===== src/rtl/vsel_pkg.sv =====
package vsel_pkg;

    localparam int unsigned WAYS  = 4;
    localparam int unsigned WAY_W = $clog2(WAYS);
    localparam int unsigned AGE_W = $clog2(WAYS);

    typedef logic [WAY_W-1:0] way_t;
    typedef logic [AGE_W-1:0] age_t;

    // Age 0 is most recently used; age WAYS-1 is least recently used.
    typedef struct packed {
        logic [WAYS-1:0] vld;
        logic [WAYS-1:0] pri;
        age_t [WAYS-1:0] age;
    } set_st_t;

    typedef enum logic [1:0] {
        ACT_IDLE = 2'd0,
        ACT_HIT  = 2'd1,
        ACT_FILL = 2'd2
    } touch_act_t;

    function automatic set_st_t reset_state();
        set_st_t s;
        s.vld = '0;
        s.pri = '0;
        for (int w = 0; w < int'(WAYS); w++) begin
            s.age[w] = age_t'(int'(WAYS) - 1 - w);
        end
        return s;
    endfunction

endpackage


===== src/rtl/vsel_age_touch.sv =====
module vsel_age_touch
    import vsel_pkg::*;
(
    input  age_t [WAYS-1:0] age_i,
    input  logic            touch_i,
    input  way_t            way_i,
    output age_t [WAYS-1:0] age_o
);

    age_t ref_age;

    always_comb begin
        ref_age = age_i[way_i];
        for (int w = 0; w < int'(WAYS); w++) begin
            if (!touch_i) begin
                age_o[w] = age_i[w];
            end else if (way_i == way_t'(w)) begin
                age_o[w] = '0;
            end else if (age_i[w] < ref_age) begin
                age_o[w] = age_i[w] + age_t'(1);
            end else begin
                age_o[w] = age_i[w];
            end
        end
    end

endmodule


===== src/rtl/vsel_victim_pick.sv =====
module vsel_victim_pick
    import vsel_pkg::*;
(
    input  logic [WAYS-1:0] vld_i,
    input  logic [WAYS-1:0] pri_i,
    input  age_t [WAYS-1:0] age_i,
    output logic [WAYS-1:0] onehot_o,
    output way_t            enc_o
);

    logic [WAYS-1:0] free_ways;
    logic [WAYS-1:0] cand_ways;
    logic            any_free;
    logic            any_lowp;
    way_t            free_sel;
    way_t            lru_sel;
    age_t            best_age;
    logic            found;

    always_comb begin
        free_ways = ~vld_i;
        any_free  = |free_ways;
        any_lowp  = |(~pri_i);

        // Downward scan so the lowest free way is the last one written.
        free_sel = '0;
        for (int w = int'(WAYS) - 1; w >= 0; w--) begin
            if (free_ways[w]) begin
                free_sel = way_t'(w);
            end
        end

        // With priority protection, only low-priority lines compete, unless none exist.
        cand_ways = any_lowp ? ~pri_i : '1;
        lru_sel   = '0;
        best_age  = '0;
        found     = 1'b0;
        for (int w = 0; w < int'(WAYS); w++) begin
            if (cand_ways[w] && (!found || age_i[w] > best_age)) begin
                lru_sel  = way_t'(w);
                best_age = age_i[w];
                found    = 1'b1;
            end
        end

        enc_o    = any_free ? free_sel : lru_sel;
        onehot_o = WAYS'(1) << enc_o;
    end

endmodule


===== src/rtl/cache_victim_sel.sv =====
module cache_victim_sel
    import vsel_pkg::*;
#(
    parameter  int unsigned NUM_SETS = 16,
    localparam int unsigned SET_W    = (NUM_SETS > 1) ? $clog2(NUM_SETS) : 1
) (
    input  logic             clk,
    input  logic             rst,
    input  logic [SET_W-1:0] set_idx,
    input  logic             hit_upd,
    input  logic [1:0]       hit_way,
    input  logic             fill_commit,
    input  logic [1:0]       fill_way,
    input  logic             fill_prio,
    input  logic             inval,
    input  logic [1:0]       inval_way,
    output logic [3:0]       way_valid,
    output logic [3:0]       victim_onehot,
    output logic [1:0]       victim_enc
);

    set_st_t         st_q [NUM_SETS];
    set_st_t         cur_st;
    set_st_t         nxt_st;
    touch_act_t      act;
    way_t            touch_way;
    logic            touch_en;
    logic            wr_any;
    age_t [WAYS-1:0] aged;

    assign cur_st = st_q[set_idx];

    // Action decode: a fill outranks a hit in the same cycle.
    always_comb begin
        if (fill_commit) begin
            act = ACT_FILL;
        end else if (hit_upd) begin
            act = ACT_HIT;
        end else begin
            act = ACT_IDLE;
        end
    end

    always_comb begin
        unique case (act)
            ACT_FILL: begin
                touch_way = fill_way;
                touch_en  = 1'b1;
            end
            ACT_HIT: begin
                touch_way = hit_way;
                touch_en  = 1'b1;
            end
            default: begin
                touch_way = '0;
                touch_en  = 1'b0;
            end
        endcase
    end

    vsel_age_touch u_age (
        .age_i   (cur_st.age),
        .touch_i (touch_en),
        .way_i   (touch_way),
        .age_o   (aged)
    );

    always_comb begin
        nxt_st     = cur_st;
        nxt_st.age = aged;
        if (inval) begin
            nxt_st.vld[inval_way] = 1'b0;
            nxt_st.pri[inval_way] = 1'b0;
        end
        unique case (act)
            ACT_FILL: begin
                nxt_st.vld[fill_way] = 1'b1;
                nxt_st.pri[fill_way] = fill_prio;
            end
            ACT_HIT, ACT_IDLE: begin
            end
            default: begin
            end
        endcase
    end

    assign wr_any = fill_commit | hit_upd | inval;

    for (genvar s = 0; s < int'(NUM_SETS); s++) begin : g_set
        always_ff @(posedge clk) begin
            if (rst) begin
                st_q[s] <= reset_state();
            end else if (wr_any && (set_idx == SET_W'(s))) begin
                st_q[s] <= nxt_st;
            end
        end
    end

    vsel_victim_pick u_pick (
        .vld_i    (cur_st.vld),
        .pri_i    (cur_st.pri),
        .age_i    (cur_st.age),
        .onehot_o (victim_onehot),
        .enc_o    (victim_enc)
    );

    assign way_valid = cur_st.vld;

    // one-hot and encoded forms agree
    a_r1_onehot_match: assert property (@(posedge clk) disable iff (rst)
        $onehot(victim_onehot) && victim_onehot[victim_enc]);

    // a free way is never passed over for a valid one
    a_r2_free_first: assert property (@(posedge clk) disable iff (rst)
        (way_valid != 4'hF) |-> !way_valid[victim_enc]);

    // a committed fill leaves its way valid and newest
    a_r6_fill_newest: assert property (@(posedge clk) disable iff (rst)
        fill_commit |=> (st_q[$past(set_idx)].vld[$past(fill_way)]
                         && st_q[$past(set_idx)].age[$past(fill_way)] == '0));

    // an invalidate not overridden by a fill clears the line
    a_r9_inval_clears: assert property (@(posedge clk) disable iff (rst)
        (inval && !(fill_commit && fill_way == inval_way))
            |=> !st_q[$past(set_idx)].vld[$past(inval_way)]);

    // right after reset the addressed set is empty
    a_r11_reset_empty: assert property (@(posedge clk) disable iff (rst)
        $past(rst) |-> (way_valid == 4'h0 && victim_enc == 2'd0));

endmodule


===== config.mk =====
export PLATFORM = sky130hd
export DESIGN_NAME = cache_victim_sel
export DESIGN_NICKNAME = d
export VERILOG_FILES = /design/src/rtl/vsel_pkg.sv /design/src/rtl/vsel_age_touch.sv /design/src/rtl/vsel_victim_pick.sv /design/src/rtl/cache_victim_sel.sv
export SDC_FILE = /design/constraint.sdc
export NUM_CORES = 1
export LEC_CHECK = 0
export BUFFER_PORTS_ARGS = -buffer_cell sky130_fd_sc_hd__buf_4
export CORE_MARGIN = 1.5
export CORE_UTILIZATION = 30
export CTS_CLUSTER_DIAMETER = 100
export CTS_CLUSTER_SIZE = 25
export DETAILED_ROUTE_END_ITERATION = 7
export PLACE_DENSITY = 0.43
export SLEW_MARGIN = 30
export SYNTH_ARGS = -nofsm -noshare
export SYNTH_HDL_FRONTEND = slang
export SYNTH_SLANG_ARGS = --single-unit
export TNS_END_PERCENT = 5

===== constraint.sdc =====
create_clock -name clk -period 6.94 [get_ports clk]
set_input_delay 0 -clock clk [delete_from_list [all_inputs] [get_ports clk]]
set_output_delay 0 -clock clk [all_outputs]
set_load 0.02 [all_outputs]

==> flow_summary.yaml <==
layout:
  area_growth_syn_to_layout_pct: 8.54
  largest_register_ffs: 256
  top_register: "st_q"
  seq_area_sq_um: 7690
  diodes: 0
  multi_input_comb_area_sq_um: 4280
  drive_above_1_share: 0.202
  fill_cells: 4067
  fin_nets: 909
  largestRegisters: "st_q x256"
  design_area_sq_um: 13400
place:
  dpl.hpwl_um: 23700
  portBuffers: 25
  placedInstanceArea_sq_um: 12900
  gp_congestion: 0.819
detailed_routing:
  wire_per_inst_um: 26.2
  drtAntennaViolNets: 0
  firstDrtPassIters: 6
  num_vias: 7315
  via_per_inst: 5.16
  wl_um: 37100
  drt_iter0_drc: 726
  route.detailed.drc: 0
global_routing:
  grt_pass1_vias: 7591
  overflow: 0
  gr-usage-all-layers: 0.180
  grt_max_degree: 45
  grt_first_pass_wirelength_um: 54100
  antenna_found_initial: 1
logic_synthesis:
  postSynthAreaPerCell_sq_um: 13.9
  synthCells: 889
  yosysWarnings: 0
  synth-async-reset-ratio: 0
  syn_area_sq_um: 12400
  ys_seq_area_frac: 0.622
  synth.distinct_cells: 62
  synthFlopType: "edfxtp_1"
  syn_nets: 915
  synth-edff-count: 256
  ys_ff_latch: 256
timing:
  tightestPinTransition_ns: 0.982
  setup_viol_count_final: 0
  hold_viol: 0
  final.period_utilization: 0.937
  setup_tns_ns: 0
  rsz0062_at_grt: "no"
  max_slew_margin: 0.346
  period_minus_slack_ns: 6.50
  drv_slew: 0
  clock_skew_ns: 0.0203
  fmax_ghz: 0.154
die:
  coreArea_sq_um: 40700
  die_x_um: 206
  rows: 74
  io_pins: 26
  dieArea_sq_um: 42400
  die_h_um: 206
  start_util: 0.303
critical_path:
  slowest_stage: "mux2i_1"
  critical_path_required_ns: 6.94
  critPathKind: "reg2out"
  crit_start: "st_q[14][9]$_SDFFCE_PN0P_"
  cp_common_cell: "nand2_1"
  worstPathMaxFanout: 7
  rr_startpoint: "st_q[14][1]$_SDFFCE_PN1P_"
  slowest_delay_ns: 0.52
  crit_path_end_kind: "primary output"
  start_kind: "flop"
  cp.arrival_ns: 6.50
cts:
  path_clk_slew_ns: 0.10
  htree_levels: 1
  numClockSinks: 256
  post_cts_buffers: 0
  cts_resized: 0
  tritoncts: "yes"
  clock_path_buffers: 3
  cts_buffers: 15
  cts-root-buf: "clkbuf_16"
  worstSkewPairLatency_ns: 0.50
run:
  max_cap_viol_count: 0
power:
  ir_worst_vdd_v: 0.000138
  power.density_nw_per_um2: 244
  p_leak_nw: 4.33
run_status:
  status: "complete, no violations"
min_path:
  hold_class: "in2reg"
  min_from: "inval_way[0]"
## through the flow
step	util	power, mW	std cells	hold WS [ns]	worst slack [ns]
2_1_floorplan	-	2.18	889	0.323	1.57
3_3_place_gp	0.317	2.35	1396	0.513	0.757
3_5_place_dp	0.317	2.36	1396	0.515	0.728
4_1_cts	0.328	3.31	1417	0.143	0.600
5_1_grt	0.329	3.39	1418	0.195	0.176
6_report	0.329	3.28	1418	0.171	0.440
## per-layer routing
layer / part of all wire / track usage / vias to the layer above
li1: - / - / 3271
met3: 0.043 / 0.0189 / 47
met2: 0.50 / 0.311 / 210
met5: 0 / 0 / -
met4: 0.028 / 0.0502 / 0
met1: 0.43 / 0.239 / 3787
## final timing paths
check / end / slack (ns) / cells past startpoint
max: victim_onehot[3] / 0.44 / 26
min: st_q[11][14]$_SDFFCE_PN0P_ / 0.17 / 4
max reg2reg: st_q[15][1]$_SDFFCE_PN1P_ / 2.77 / 10
min reg2reg: st_q[11][14]$_SDFFCE_PN0P_ / 1.25 / 5
## layout by cell type, fill, tap and decap left out, types with 4 or more instances in the layout
master	n
o21ai_0	8
xnor2_1	4
nand2_1	106
a21oi_1	8
mux2i_1	20
nand3_1	8
or3_1	4
a22oi_1	9
nor2_1	189
a21o_1	5
mux4_1	8
clkbuf_16	15
nor2_2	20
nor3_1	19
buf_4	38
mux4_2	59
edfxtp_1	256
nor2b_1	11
ha_1	10
a21o_2	11
inv_1	5
## critical path: cells and delay by family (launching register included)
family | cells | cell delay, ns
AO/OA/AOI/OAI | 11 | 2.12
adder cells (fa/ha/maj) | 4 | 1.32
buffers and inverters | 2 | 0.36
flip-flops | 1 | 0.36
multiplexers | 4 | 1.17
AND/OR/NAND/NOR | 5 | 0.65
## final cells by class
type	instances	share of cell area
sequential	256	0.573
multi-input combinational	562	0.319
tap	532	0.0496
clock buffer	15	0.0280
timing repair buffer	40	0.0235
clock inverter	5	0.00466
inverter	8	0.00224
## Yosys cell counts, types with 4 or more instances
cell type | instances | area (sq um)
mux4_1 | 8 | 210
or3_1 | 4 | 25.0
nand3_1 | 8 | 40.0
o21ai_0 | 8 | 40.0
inv_1 | 5 | 18.8
nor2_1 | 189 | 709
a21oi_2 | 4 | 35.0
a22oi_1 | 9 | 67.6
ha_1 | 10 | 125
edfxtp_1 | 256 | 7690
nor2b_1 | 11 | 68.8
clkbuf_1 | 22 | 82.6
mux2i_1 | 20 | 200
a21o_1 | 16 | 120
nor3_1 | 20 | 100
buf_2 | 19 | 95.1
nor2_2 | 20 | 125
xnor2_1 | 4 | 35.0
buf_6 | 12 | 135
nand2_1 | 106 | 398
a21oi_1 | 9 | 45.0
buf_4 | 9 | 67.6
mux4_2 | 59 | 1330
## timing repair
item | CTS | global route
endpoints found under the hold margin | 3 | 0
hold buffers | 1 | 0
setup endpoints to repair | 0 | 0
## power by group
| part | leakage (nW) | total, mW | internal, mW | switching (mW) |
|---|---|---|---|---|
| clock | 0.214 | 0.955 | 0.409 | 0.546 |
| sequential | 2.44 | 1.77 | 1.76 | 0.0144 |
| combinational | 1.67 | 0.548 | 0.172 | 0.375 |
| total | 4.33 | 3.28 | 2.34 | 0.935 |
## kinds of logic after synthesis
logic type	synth area share
flops	0.622
xor+xnor	0.00415
compound gates	0.0525
buf+inv	0.0348
mux	0.145
fa+ha+maj	0.0109
simple gates	0.131
Power figures use the tool's default switching activity.
